<file path="config.mk">
export PLATFORM = sky130hd
export DESIGN_NAME = int_bcd_conv
export DESIGN_NICKNAME = d
export VERILOG_FILES = /design/src/rtl/int_bcd_pkg.sv /design/src/rtl/int_bcd_abs.sv /design/src/rtl/int_bcd_dabble.sv /design/src/rtl/int_bcd_flags.sv /design/src/rtl/int_bcd_conv.sv
export SDC_FILE = /design/constraint.sdc
export NUM_CORES = 1
export LEC_CHECK = 0
export ABC_CLOCK_PERIOD_IN_PS = 2820
export BUFFER_PORTS_ARGS = -buffer_cell sky130_fd_sc_hd__buf_2
export CAP_MARGIN = 0
export CORE_MARGIN = 2
export CORE_UTILIZATION = 60
export DETAILED_ROUTE_END_ITERATION = 10
export GPL_TIMING_DRIVEN = 1
export PLACE_DENSITY = 0.81
export SYNTH_ARGS = -nofsm -noshare
export SYNTH_HDL_FRONTEND = slang
export SYNTH_HIERARCHICAL = 1
export SYNTH_SLANG_ARGS = --single-unit
</file>
<file path="constraint.sdc">
create_clock -name clk_i -period 2.82 [get_ports clk_i]
set_clock_uncertainty 0.05 [all_clocks]
set_input_delay 0.141 -clock clk_i [delete_from_list [all_inputs] [get_ports clk_i]]
set_output_delay 0.141 -clock clk_i [all_outputs]
set_load 0.005 [all_outputs]
</file>
<file path="src/rtl/int_bcd_pkg.sv">
package int_bcd_pkg;
  typedef struct packed {
    logic carry;
    logic ovf;
    logic zero;
    logic sign;
  } bcd_flags_t;
endpackage

</file>
<file path="src/rtl/int_bcd_abs.sv">
module int_bcd_abs #(
  parameter int SRC_W = 16
) (
  input  logic [SRC_W-1:0] src_i,
  output logic [SRC_W-1:0] mag_o,
  output logic             neg_o
);
  assign neg_o = src_i[SRC_W-1];
  // unsigned view: the most negative value maps to 2**(SRC_W-1)
  assign mag_o = neg_o ? (~src_i + 1'b1) : src_i;
endmodule

</file>
<file path="src/rtl/int_bcd_dabble.sv">
module int_bcd_dabble #(
  parameter int BIN_W = 16,
  parameter int DIG_N = 5
) (
  input  logic               clk_i,
  input  logic               rst_ni,
  input  logic               load_i,
  input  logic [BIN_W-1:0]   bin_i,
  output logic               busy_o,
  output logic               last_o,
  output logic [DIG_N*4-1:0] bcd_nxt_o
);
  localparam int BCD_W = DIG_N * 4;
  localparam int CNT_W = (BIN_W > 1) ? $clog2(BIN_W) : 1;
  localparam logic [CNT_W-1:0] CNT_LAST = CNT_W'(BIN_W - 1);

  logic [BCD_W-1:0] bcd_q, adj;
  logic [BIN_W-1:0] bin_q, bin_nxt;
  logic [CNT_W-1:0] cnt_q;
  logic             busy_q;

  for (genvar d = 0; d < DIG_N; d++) begin : g_dig
    logic [3:0] dig;
    assign dig = bcd_q[d*4 +: 4];
    assign adj[d*4 +: 4] = (dig >= 4'd5) ? dig + 4'd3 : dig;
  end

  assign {bcd_nxt_o, bin_nxt} = {adj, bin_q} << 1;
  assign busy_o = busy_q;
  assign last_o = busy_q && (cnt_q == CNT_LAST);

  always_ff @(posedge clk_i or negedge rst_ni) begin
    if (!rst_ni) begin
      bcd_q  <= '0;
      bin_q  <= '0;
      cnt_q  <= '0;
      busy_q <= 1'b0;
    end else if (busy_q) begin
      bcd_q <= bcd_nxt_o;
      bin_q <= bin_nxt;
      cnt_q <= cnt_q + 1'b1;
      if (cnt_q == CNT_LAST) busy_q <= 1'b0;
    end else if (load_i) begin
      bcd_q  <= '0;
      bin_q  <= bin_i;
      cnt_q  <= '0;
      busy_q <= 1'b1;
    end
  end

  // a running conversion cannot be cut short by a new start
  assert_busy_hold_R9: assert property (@(posedge clk_i) disable iff (!rst_ni)
    (busy_q && !last_o) |=> busy_q);
  assert_busy_end_R2: assert property (@(posedge clk_i) disable iff (!rst_ni)
    last_o |=> !busy_q);
endmodule

</file>
<file path="src/rtl/int_bcd_flags.sv">
module int_bcd_flags
  import int_bcd_pkg::*;
#(
  parameter int SRC_W   = 16,
  parameter int DIG_N   = 5,
  parameter int NAR_DIG = 4
) (
  input  logic [DIG_N*4-1:0]   bcd_i,
  input  logic [SRC_W-1:0]     mag_i,
  input  logic                 neg_i,
  input  logic                 wide_i,
  output logic [NAR_DIG*4-1:0] lo_o,
  output logic [NAR_DIG*4-1:0] hi_o,
  output bcd_flags_t           flags_o
);
  localparam int WORD_W = NAR_DIG * 4;
  localparam int HI_W   = (DIG_N - NAR_DIG) * 4;
  localparam int LIMIT  = (10 ** NAR_DIG) - 1;

  logic [HI_W-1:0] hi_dig;

  assign lo_o   = bcd_i[WORD_W-1:0];
  assign hi_dig = bcd_i[DIG_N*4-1:WORD_W];
  assign hi_o   = wide_i ? WORD_W'(hi_dig) : '0;

  always_comb begin
    flags_o.carry = 1'b0;
    flags_o.ovf   = 32'(mag_i) > LIMIT;
    flags_o.zero  = wide_i ? (bcd_i == '0) : (lo_o == '0);
    flags_o.sign  = neg_i;
  end
endmodule

</file>
<file path="src/rtl/int_bcd_conv.sv">
module int_bcd_conv
  import int_bcd_pkg::*;
#(
  parameter int SRC_W   = 16,
  parameter int DIG_N   = 5,
  parameter int NAR_DIG = 4
) (
  input  logic                 clk_i,
  input  logic                 rst_ni,
  input  logic                 start_i,
  input  logic [SRC_W-1:0]     src_i,
  input  logic                 wide_i,
  output logic                 done_o,
  output logic [NAR_DIG*4-1:0] lo_word_o,
  output logic [NAR_DIG*4-1:0] hi_word_o,
  output logic                 carry_o,
  output logic                 ovf_o,
  output logic                 zero_o,
  output logic                 sign_o
);
  localparam int WORD_W = NAR_DIG * 4;

  logic [SRC_W-1:0]   mag, mag_q;
  logic               neg, neg_q, wide_q;
  logic               busy, last, load;
  logic [DIG_N*4-1:0] bcd_nxt;
  logic [WORD_W-1:0]  lo_c, hi_c, lo_q, hi_q;
  bcd_flags_t         flags_c, flags_q;
  logic               done_q;

  int_bcd_abs #(.SRC_W(SRC_W)) u_abs (
    .src_i (src_i),
    .mag_o (mag),
    .neg_o (neg)
  );

  assign load = start_i && !busy;

  int_bcd_dabble #(.BIN_W(SRC_W), .DIG_N(DIG_N)) u_dabble (
    .clk_i     (clk_i),
    .rst_ni    (rst_ni),
    .load_i    (load),
    .bin_i     (mag),
    .busy_o    (busy),
    .last_o    (last),
    .bcd_nxt_o (bcd_nxt)
  );

  int_bcd_flags #(.SRC_W(SRC_W), .DIG_N(DIG_N), .NAR_DIG(NAR_DIG)) u_flags (
    .bcd_i   (bcd_nxt),
    .mag_i   (mag_q),
    .neg_i   (neg_q),
    .wide_i  (wide_q),
    .lo_o    (lo_c),
    .hi_o    (hi_c),
    .flags_o (flags_c)
  );

  always_ff @(posedge clk_i or negedge rst_ni) begin
    if (!rst_ni) begin
      mag_q   <= '0;
      neg_q   <= 1'b0;
      wide_q  <= 1'b0;
      lo_q    <= '0;
      hi_q    <= '0;
      flags_q <= '0;
      done_q  <= 1'b0;
    end else begin
      done_q <= last;
      if (load) begin
        mag_q  <= mag;
        neg_q  <= neg;
        wide_q <= wide_i;
      end
      if (last) begin
        lo_q    <= lo_c;
        hi_q    <= hi_c;
        flags_q <= flags_c;
      end
    end
  end

  assign done_o    = done_q;
  assign lo_word_o = lo_q;
  assign hi_word_o = hi_q;
  assign carry_o   = flags_q.carry;
  assign ovf_o     = flags_q.ovf;
  assign zero_o    = flags_q.zero;
  assign sign_o    = flags_q.sign;

  assert_done_pulse_R2: assert property (@(posedge clk_i) disable iff (!rst_ni)
    done_o |=> !done_o);
  // overflow comes from the magnitude, the high word from the engine
  assert_wide_ovf_R3: assert property (@(posedge clk_i) disable iff (!rst_ni)
    (done_o && wide_q) |-> (ovf_o == (hi_word_o != '0)));
  assert_narrow_hi_R4: assert property (@(posedge clk_i) disable iff (!rst_ni)
    (done_o && !wide_q) |-> (hi_word_o == '0));
  assert_hi_upper_R5: assert property (@(posedge clk_i) disable iff (!rst_ni)
    done_o |-> (hi_word_o[WORD_W-1:4] == '0));
  assert_zero_R6: assert property (@(posedge clk_i) disable iff (!rst_ni)
    (done_o && zero_o) |-> (lo_word_o == '0 && hi_word_o == '0));

  for (genvar d = 0; d < NAR_DIG; d++) begin : g_chk
    assert_digit_R4: assert property (@(posedge clk_i) disable iff (!rst_ni)
      done_o |-> (lo_word_o[d*4 +: 4] <= 4'd9));
  end
endmodule

</file>
---- Yosys cells after proc, flatten, opt, wreduce, memory -nomap -nowiden ----
Index checks and enable logic that the tools add are counted.
storage, ports and cells
  register bits ........................... 95
  bits of input ports ..................... 20
  output and inout bits ................... 37
  logic and storage cells ................. 51
operators by class
  add/subtract/negate cells ............... 7
  magnitude comparators ................... 6
  eq/ne operators ......................... 1
  mux-type cells .......................... 17
  bitwise logic cells ..................... 1
  reduce and logical (&&, ||, !) cells .... 6
operators by type and width
  kind                   number
  $mux 16                3
  $mux 20                2
  $mux 4                 7
  $ge 4x3->1 const B     5
  $logic_not 20->1       1
  $add 16x1->16 const B  1
  $add 4x2->4 const B    4
  $gt 16x14->1 const B   1
  $logic_not 16->1       1
  $not 16->16            1
  $add 4x1->4 const B    1
  $eq 4x4->1 const B     1
  $mux 1                 4
  $add 3x2->3 const B    1
  $mux 3                 1
  $logic_and 1x1->1      2
  $reduce_bool 2->1      1
  $logic_not 1->1        1

---- Depth between registers and ports, before layout ----
Gate-level depths: netlist (run 1).
  word-level depth ........................ 5
  mapped depth ............................ 9
  gate-level depth less buffers ........... 9

---- Hierarchy ----
Netlist (run 1), hierarchy kept.
modules (own cells, without submodules)
  module          times used  cells an instance  area an instance (um2)  seq. area each (um2)
  int_bcd_dabble  1           270                2518.7                  1026.0
  int_bcd_conv    1           116                2090.8                  1376.3
  int_bcd_abs     1           49                 372.9                   0.0
  int_bcd_flags   1           48                 332.8                   0.0

---- Worst setup path before layout (run 1) ----
OpenSTA, ideal clock, no wires.
  path type ............................... register to register
  start ................................... register u_dabble.bcd_q[16]
  end ..................................... register flags_q (netlist bit zero_o)
  arrival ................................. 1879 ps
  required time ........................... 2706 ps
  slack ................................... 826 ps
  stages on the path, launching flop included .. 9
  period minus slack after synthesis ...... 1994 ps
  path through ............................ dfrtp_1 inv_1 ha_1 nand2b_1 a21o_1 xnor2_1 or4_1 a21oi_1 mux2_2
RTL lines
  element                 RTL line              text
  from (decl)             int_bcd_dabble.sv:17  logic [BCD_W-1:0] bcd_q, adj;
  from (signal assigned)  int_bcd_dabble.sv:39  bcd_q <= bcd_nxt_o;
  to (signal assigned)    int_bcd_conv.sv:78    flags_q <= flags_c;
  to (decl)               int_bcd_conv.sv:28    bcd_flags_t flags_c, flags_q;

==> impl_metrics.tcl, run 1 <==
set metrics [dict create \
    path_cells "inv_1 -> ha_1 -> nand2b_1 -> a211oi_1 -> nor2_1 -> nor4_1 -> nand4_1 -> a21oi_1 -> mux2_2" \
    crit_arrival_ns 2.51 \
    dp.cells 588 \
    via_per_inst 5.78 \
    fin_area_um2 5490 \
    vias 3500 \
    crit_slowest_cell "dfrtp_1" \
    leakagePower_nw 2.52 \
    hold_class "in -> reg" \
    syn_inst 475 \
    port_buffers 56 \
    fin_tns_setup_ns 0 \
    routedWlPerCell_um 16.1 \
    ant_nets 0 \
    fin_nets 528 \
    startpoint_type "flip-flop" \
    syn2layout_area_growth_pct 6.20 \
    period_needed_ns 2.26 \
    drc 0 \
    switchingPower_mw 2.20 \
    fp.dieW_um 96.8 \
    dr.pass1.iters 4 \
    hpwl_um 6730 \
    die_area_um2 9370 \
    final_cell_mix "92 x dfrtp_1, 55 x buf_2, 42 x mux2_2" \
    rows 33 \
    cts.sinks 92 \
    critPathCaptureType "flip-flop" \
    final_common_cell "dfrtp_1" \
    dpl_cell_area_um2 5240 \
    ir_drop_uv 416 \
    pwr-share-clk_pct 17.1 \
    switching_share_pct 37.8 \
    grt_setup_unrepaired "false" \
    internal_power_mw 3.61 \
    nFillCells 640 \
    grt_pass1_vias 3521 \
    cp.buffers_inverters 1 \
    grtUsageTotal_pct 21.8 \
    pin_count 57 \
    p_per_area_nw_per_um2 1060 \
    finalSetupViolCount 0 \
    comb_power_share_pct 42.4 \
    reg2regPathDepth 9 \
    insertion_delay_ns 0.36 \
    worstMarginPinSlew_ns 0.554 \
    fmax_ghz 0.442 \
    relSlewSlack_pct 63.0 \
    numCtsBuffers 9 \
    drt-total-wl_um 9770 \
    post-route-util_pct 66.1 \
    regArea_um2 2300 \
    core_area_um2 8300 \
    crit_fanout 5 \
    reg2reg_to "zero_o" \
    drive_above_1_share_pct 27.9 \
    grt_pass1_wl_um 16900 \
    cts_max_level 3 \
    antenna_found_initial 0 \
    worstHoldStart "src_i[0]" \
    clock_path_buffers 2 \
    power_frac_seq_pct 40.4 \
    max_stage_delay_ns 0.44 \
    overflow 0 \
    dieHeight_um 96.8 \
    clkTransAtPathRegs_ns 0.09 \
    drv_slew 0 \
    grt_max_degree 93 \
    netlist_area_um2 5170 \
    fin_ws_ns 0.559 \
    endpoint "zero_o" \
    report.power.total_mw 5.81 \
    worstReg2RegStart "u_dabble/bcd_q[0]" \
    syn_area_per_cell_um2 10.9 \
    max_cap_viol_count 0 \
    cts_tree "built" \
    hold_slack_ns 0.0375 \
    run_status "finished, final reports clean" \
    crit_family "simple AND/OR/NAND/NOR gates" \
    criticalPathCategory "reg -> reg" \
    cp-startpoint "u_dabble/bcd_q[0]" \
    initial_core_util_pct 62.2 \
    multi_input_area_um2 2410 \
    cp_data_required_time_ns 3.07 \
    finalCritPeriodShare_pct 80.2 \
    final_hold_viol_count 0 \
    yosys_warnings 6 \
    cp_num_cells 9 \
    finalNonFillerCells 606 \
    drt_iter0_markers 246 \
    rrSetupSlack_ns 0.56 \
    diodes 0 \
    cts_root_buffer "clkbuf_8" \
    place_ws_ns 0.633 \
    gp_congestion 0.891 \
]
tightest hold or removal path, stage by stage:
cell and delay [ns]:
buf_2 0.11, mux2i_1 0.07, nor2_1 0.09
power groups by stage:
stage	Combinational [mW]	Clock (mW)	Sequential (mW)
after floorplan	2.25	0	2.19
after global placement	2.35	0	2.32
after detailed placement	2.46	0	2.37
after CTS	2.47	1.02	2.35
after global routing	2.74	1.07	2.43
final	2.46	0.995	2.35
state kept, by name, indices dropped and copies added, names as in the netlist:
register / cells
wide_q: 1
sign_o: 1
hi_word_o: 16
ovf_o: 1
u_dabble/busy_o: 1
zero_o: 1
u_dabble/bcd_q: 20
u_dabble/cnt_q: 4
lo_word_o: 16
carry_o: 1
neg_q: 1
mag_q: 12
u_dabble/bin_q: 16
done_o: 1
area by class of cell:
class | instances | area share (%)
Inverter | 14 | 0.958
Multi-Input combinational cell | 316 | 43.9
Tap cell | 105 | 2.39
Sequential cell | 92 | 42.0
Clock buffer | 11 | 2.58
Clock inverter | 5 | 1.53
Timing Repair Buffer | 63 | 6.66
layer usage:
metal / vias up / global-route usage, % / share of wire (%)
met5: - / 0 / 0
met4: 0 / 8.45 / 1.8
met3: 16 / 3.32 / 5.4
met2: 105 / 35.5 / 48
met1: 1691 / 29.6 / 45
li1: 1688 / - / -
how the worst min path moves through the flow:
stage | end | slack [ns] | cells after the start
final | u_dabble/bin_q[0] | 0.04 | 3
after global routing | u_dabble/bin_q[0] | 0.09 | 3
after CTS | u_dabble/bin_q[0] | 0.04 | 3
after detailed placement | hi_word_o[13] | 0.18 | 2
after global placement | hi_word_o[10] | 0.17 | 2
after floorplan | carry_o | -0.20 | 0
repair_timing:
action                     4_1_cts  5_1_grt
buffers inserted                 0        0
resized for setup                0        0
hold endpoints to repair        93        0
hold buffers                     2        0
setup endpoints to repair        0        0
(Power assumes the default switching activity.)
==> inputs of run 2 (changes only) <==
Settings changed: ABC_CLOCK_PERIOD_IN_PS 2820 to 2200.
Clock period 2.82 ns to 2.2 ns, I/O delays scaled along.
==> run 2 against run 1 <==
  * Non-clock buffer count rose by 15
  * Critical path type unchanged
  * Clock power is essentially flat
  * Sequential share of layout area fell by 0.80 points
  * Die area did not move
  * Final cell count grew 2.3%
  * Sequential cell count unchanged
  * Clock-buffer cell count down 2
  * Utilization is 1.3 points higher
  * Critical path depth shrank 1
==> impl_metrics.tcl, run 2 (synthesis gave the netlist of run 1 again) <==
set metrics [dict create \
    comb_power_share_pct 46.2 \
    worstMarginPinSlew_ns 0.519 \
    insertion_delay_ns 0.36 \
    report.power.total_mw 7.49 \
    numCtsBuffers 9 \
    run_status "finished, final reports clean" \
    largest-register "u_dabble/bcd_q" \
    hold_class "in -> reg" \
    fp.dieW_um 96.8 \
    power_frac_seq_pct 40.3 \
    die_area_um2 9370 \
    largest_register_ffs 20 \
    clock_path_buffers 2 \
    leakagePower_nw 2.57 \
    drt-total-wl_um 10000 \
    cts.sinks 92 \
    p_per_area_nw_per_um2 1340 \
    period_needed_ns 2.18 \
    switching_share_pct 39.2 \
    final_common_cell "dfrtp_1" \
    finalCritPeriodShare_pct 99.0 \
    reg2regPathDepth 8 \
    crit_arrival_ns 2.43 \
    reg2reg_to "zero_o" \
    dieHeight_um 96.8 \
    cp-startpoint "u_dabble/bcd_q[16]" \
    syn2layout_area_growth_pct 8.33 \
    cts_root_buffer "clkbuf_8" \
    rows 33 \
    startpoint_type "flip-flop" \
    drive_above_1_share_pct 32.8 \
    diodes 0 \
    cts_tree "built" \
    final_cell_mix "91 x dfrtp_1, 55 x buf_2, 42 x mux2_2" \
    max_cap_viol_count 0 \
    fin_nets 543 \
    gp_congestion 0.776 \
    drv_slew 0 \
    routedWlPerCell_um 16.2 \
    grt_setup_unrepaired "true" \
    initial_core_util_pct 62.2 \
    fmax_ghz 0.459 \
    worstReg2RegStart "u_dabble/bcd_q[16]" \
    criticalPathCategory "reg -> reg" \
    relSlewSlack_pct 64.5 \
    dr.pass1.iters 4 \
    worstHoldStart "src_i[3]" \
    critPathCaptureType "flip-flop" \
    internal_power_mw 4.55 \
    post-route-util_pct 67.4 \
    port_buffers 56 \
    antenna_found_initial 0 \
    finalSetupViolCount 0 \
    place_ws_ns 0.0152 \
    grt_pass1_vias 3380 \
    ir_drop_uv 491 \
    fin_tns_setup_ns 0 \
    final_hold_viol_count 0 \
    switchingPower_mw 2.93 \
    drt_iter0_markers 150 \
    cp_data_required_time_ns 2.45 \
    dp.cells 596 \
    cts_max_level 3 \
    drc 0 \
    clkTransAtPathRegs_ns 0.09 \
    nFillCells 672 \
    crit_fanout 4 \
    grtUsageTotal_pct 21.4 \
    via_per_inst 5.80 \
    finalNonFillerCells 620 \
    pin_count 57 \
    ant_nets 0 \
    endpoint "zero_o" \
    overflow 0 \
    pwr-share-clk_pct 13.4 \
    grt_max_degree 39 \
    grt_pass1_wl_um 16500 \
    core_area_um2 8300 \
    vias 3594 \
    fin_ws_ns 0.0215 \
    rrSetupSlack_ns 0.02 \
    hpwl_um 6830 \
]
-- run 2: layout make-up --
type | instances | area, um^2 | share of cell area [%]
tap | 105 | 131 | 2.35
multi-input combinational | 316 | 2460 | 44.0
clock buffer | 9 | 124 | 2.21
clock inverter | 6 | 41.3 | 0.738
sequential | 92 | 2300 | 41.2
timing repair buffer | 78 | 480 | 8.58
inverter | 14 | 52.6 | 0.939
-- run 2: timing repair --
| item | CTS | global route |
|---|---|---|
| hold buffers | 3 | 0 |
| setup buffers | 0 | 6 |
| gates resized for setup | 1 | 14 |
| setup endpoints to repair | 1 | 2 |
| pin swaps | 0 | 4 |
| endpoints found under the hold margin | 38 | 0 |
-- run 2: how the worst min path moves through the flow --
stage	end	slack, ns	cells after the start
after floorplan	carry_o	-0.24	0
after global placement	lo_word_o[11]	0.07	1
after detailed placement	lo_word_o[11]	0.08	1
after CTS	u_dabble/bin_q[3]	0.09	4
after global routing	mag_q[12]	0.11	3
final	u_dabble/bin_q[3]	0.10	4
-- run 2: power groups by stage --
stage	registers, mW	logic [mW]	clock network (mW)
finish	3.02	3.46	1.01
global route	3.12	3.81	1.12
CTS	3.00	3.25	1.04
detailed placement	3.02	3.23	0
global placement	2.97	3.12	0
floorplan	2.81	2.88	0
-- run 2: critical path, cell delays in order (launching register included) --
cell and delay (ns):
dfrtp_1 0.42, inv_2 0.11, ha_2 0.23, nand2b_4 0.08, a21o_1 0.21, xnor2_1 0.14
or4_1 0.56, a21oi_1 0.17, mux2_2 0.16
-- run 2: stage by stage --
step	instance area (um^2)	hold slack, ns
CTS	5500	0.0878
global route	5600	0.110
finish	5600	0.102
global placement	5300	0.0728
floorplan	5210	-0.236
detailed placement	5300	0.0787
-- run 2: layer usage --
metal / up-vias / wire [um] / global-route usage (%)
li1: 1724 / - / -
met3: 7 / 390 / 3.76
met2: 81 / 4900 / 33.8
met5: - / 0 / 0
met4: 0 / 95 / 7.58
met1: 1782 / 4650 / 30.1
==> inputs of run 3 (changes only) <==
Settings changed: ABC_AREA set to 1, CORE_UTILIZATION 60 to 30, PLACE_DENSITY 0.81 to not set.
==> run 3 against run 2 <==
  * Routed wire length is 3.7% higher
  * Synthesized area increased by 3.0%
  * Synthesized cell count grew 41%
  * Sequential share of layout area is 2.2 points lower
  * Power grew 7.7%
  * Critical endpoint unchanged
  * Non-clock buffer count decreased by 10
  * Combinational power is 1% lower
==> impl_metrics.tcl, run 3 <==
set metrics [dict create \
    run_status "finished, final reports clean" \
    largest-register "u_dabble/bcd_q" \
    critPathCaptureType "flip-flop" \
    period_needed_ns 1.90 \
    crit_family "simple AND/OR/NAND/NOR gates" \
    worstMarginPinSlew_ns 0.629 \
    final_cell_mix "217 x nand2_1, 92 x dfrtp_1, 86 x inv_1" \
    dieHeight_um 137 \
    antenna_found_initial 0 \
    rows 48 \
    via_per_inst 4.31 \
    fin_nets 738 \
    crit_arrival_ns 2.12 \
    largest_register_ffs 20 \
    core_area_um2 17300 \
    p_per_area_nw_per_um2 1370 \
    hold_class "in -> reg" \
    pin_count 57 \
    drt_iter0_markers 228 \
    finalSetupViolCount 0 \
    cts_max_level 3 \
    crit_slowest_cell "dfrtp_1" \
    grt_setup_unrepaired "false" \
    cts_post_setup_buffers_inserted 0 \
    fp.dieW_um 137 \
    dr.pass1.iters 4 \
    numCtsBuffers 9 \
    netlist_area_um2 5320 \
    ant_nets 0 \
    grtUsageTotal_pct 12.0 \
    syn_inst 670 \
    cpMostUsedCell "nand2_1" \
    drive_above_1_share_pct 16.5 \
    drc 0 \
    port_buffers 56 \
    path_cells "inv_1 -> ha_1 -> inv_1 -> nand2_1 -> nand3_2 -> nand2_1 -> and2_1 -> nor2_1 -> nand2_1 -> nor2_1 -> nand2_1 -> nor2_1 -> nand2_1 -> o21ai_0" \
    fin_tns_setup_ns 0 \
    routedWlPerCell_um 11.1 \
    drt-total-wl_um 10400 \
    cts.sinks 92 \
    gp_congestion 0.784 \
    fin_area_um2 5910 \
    final_hold_viol_count 0 \
    syn_area_per_cell_um2 7.94 \
    diodes 0 \
    cp.buffers_inverters 2 \
    cts_tree "built" \
    yosys_warnings 6 \
    drv_slew 0 \
    overflow 0 \
    criticalPathCategory "reg -> reg" \
    max_cap_viol_count 0 \
    grt_pass1_vias 3792 \
    finalNonFillerCells 936 \
    cts_root_buffer "clkbuf_16" \
    finalCritPeriodShare_pct 86.5 \
    clock_path_buffers 2 \
    multi_input_area_um2 2250 \
    final_common_cell "nand2_1" \
    grt_max_degree 55 \
    grt_pass1_wl_um 17700 \
    startpoint_type "flip-flop" \
    nFillCells 1826 \
    regArea_um2 2300 \
    leakagePower_nw 3.12 \
    crit_fanout 5 \
    insertion_delay_ns 0.35 \
    report.power.total_mw 8.07 \
    ir_drop_uv 515 \
    cp_data_required_time_ns 2.42 \
    syn2layout_area_growth_pct 11.1 \
    initial_core_util_pct 30.8 \
    max_stage_delay_ns 0.40 \
    dpl_cell_area_um2 5550 \
    relSlewSlack_pct 58.1 \
    die_area_um2 18800 \
    dp.cells 918 \
    hpwl_um 7630 \
    clkTransAtPathRegs_ns 0.06 \
    vias 4038 \
    fmax_ghz 0.525 \
]
[run 3: timing repair]
| action | in CTS | in global routing |
|---|---|---|
| endpoints found under the hold margin | 46 | 0 |
| hold buffers | 2 | 0 |
| gates resized for setup | 0 | 0 |
[run 3: metal layers]
| layer | global-route usage, % | up-vias | wire length [um] |
|---|---|---|---|
| li1 | - | 2131 | - |
| met3 | 2.00 | 12 | 397 |
| met2 | 18.6 | 77 | 4500 |
| met5 | 0 | - | 0 |
| met4 | 5.50 | 0 | 200 |
| met1 | 16.2 | 1818 | 5310 |
[run 3: through the flow]
step                      util, %  hold WS [ns]  setup slack (ns)
final                        34.2       0.00497             0.297
after detailed placement     32.1         0.133             0.317
after global routing         34.2        0.0399            0.0616
after global placement       32.1         0.130             0.329
after CTS                    34.2       0.00928             0.297
after floorplan                 -        -0.236             0.533
[run 3: area by class of cell]
class                           instances  area share [%]
Sequential cell                        92            39.0
Multi-Input combinational cell        445            38.2
Timing Repair Buffer                   68            6.61
Inverter                               90            5.76
Tap cell                              225            4.77
Clock buffer                           13            4.58
Clock inverter                          3            1.14
[run 3: worst paths after layout]
| kind | slack [ns] | startpoint | to | cells past startpoint |
|---|---|---|---|---|
| worst max register to register | 0.30 | u_dabble/bcd_q[4] | zero_o | 14 |
| worst min-delay path | 0.005 | wide_i | wide_q | 3 |
| min in group asynchronous | 0.29 | rst_ni | lo_word_o[6] | 2 |
| max in group asynchronous | 1.19 | rst_ni | u_dabble/cnt_q[1] | 3 |
| worst max-delay path | 0.30 | u_dabble/bcd_q[4] | zero_o | 14 |
| worst min register to register | 0.42 | neg_q | neg_q | 2 |
[run 3: report_power, final]
group / internal, mW / switching [mW]
clock network: 1.09 / 0.641
logic: 1.33 / 2.09
registers: 2.42 / 0.488
total: 4.84 / 3.22
[run 3: worst reg2reg max path, stage by stage (launching register included)]
cell	delay, ns
dfrtp_1	0.40
inv_1	0.09
ha_1	0.19
inv_1	0.06
nand2_1	0.10
nand3_2	0.12
nand2_1	0.10
and2_1	0.17
nor2_1	0.10
nand2_1	0.05
nor2_1	0.10
nand2_1	0.06
nor2_1	0.08
nand2_1	0.06
o21ai_0	0.09
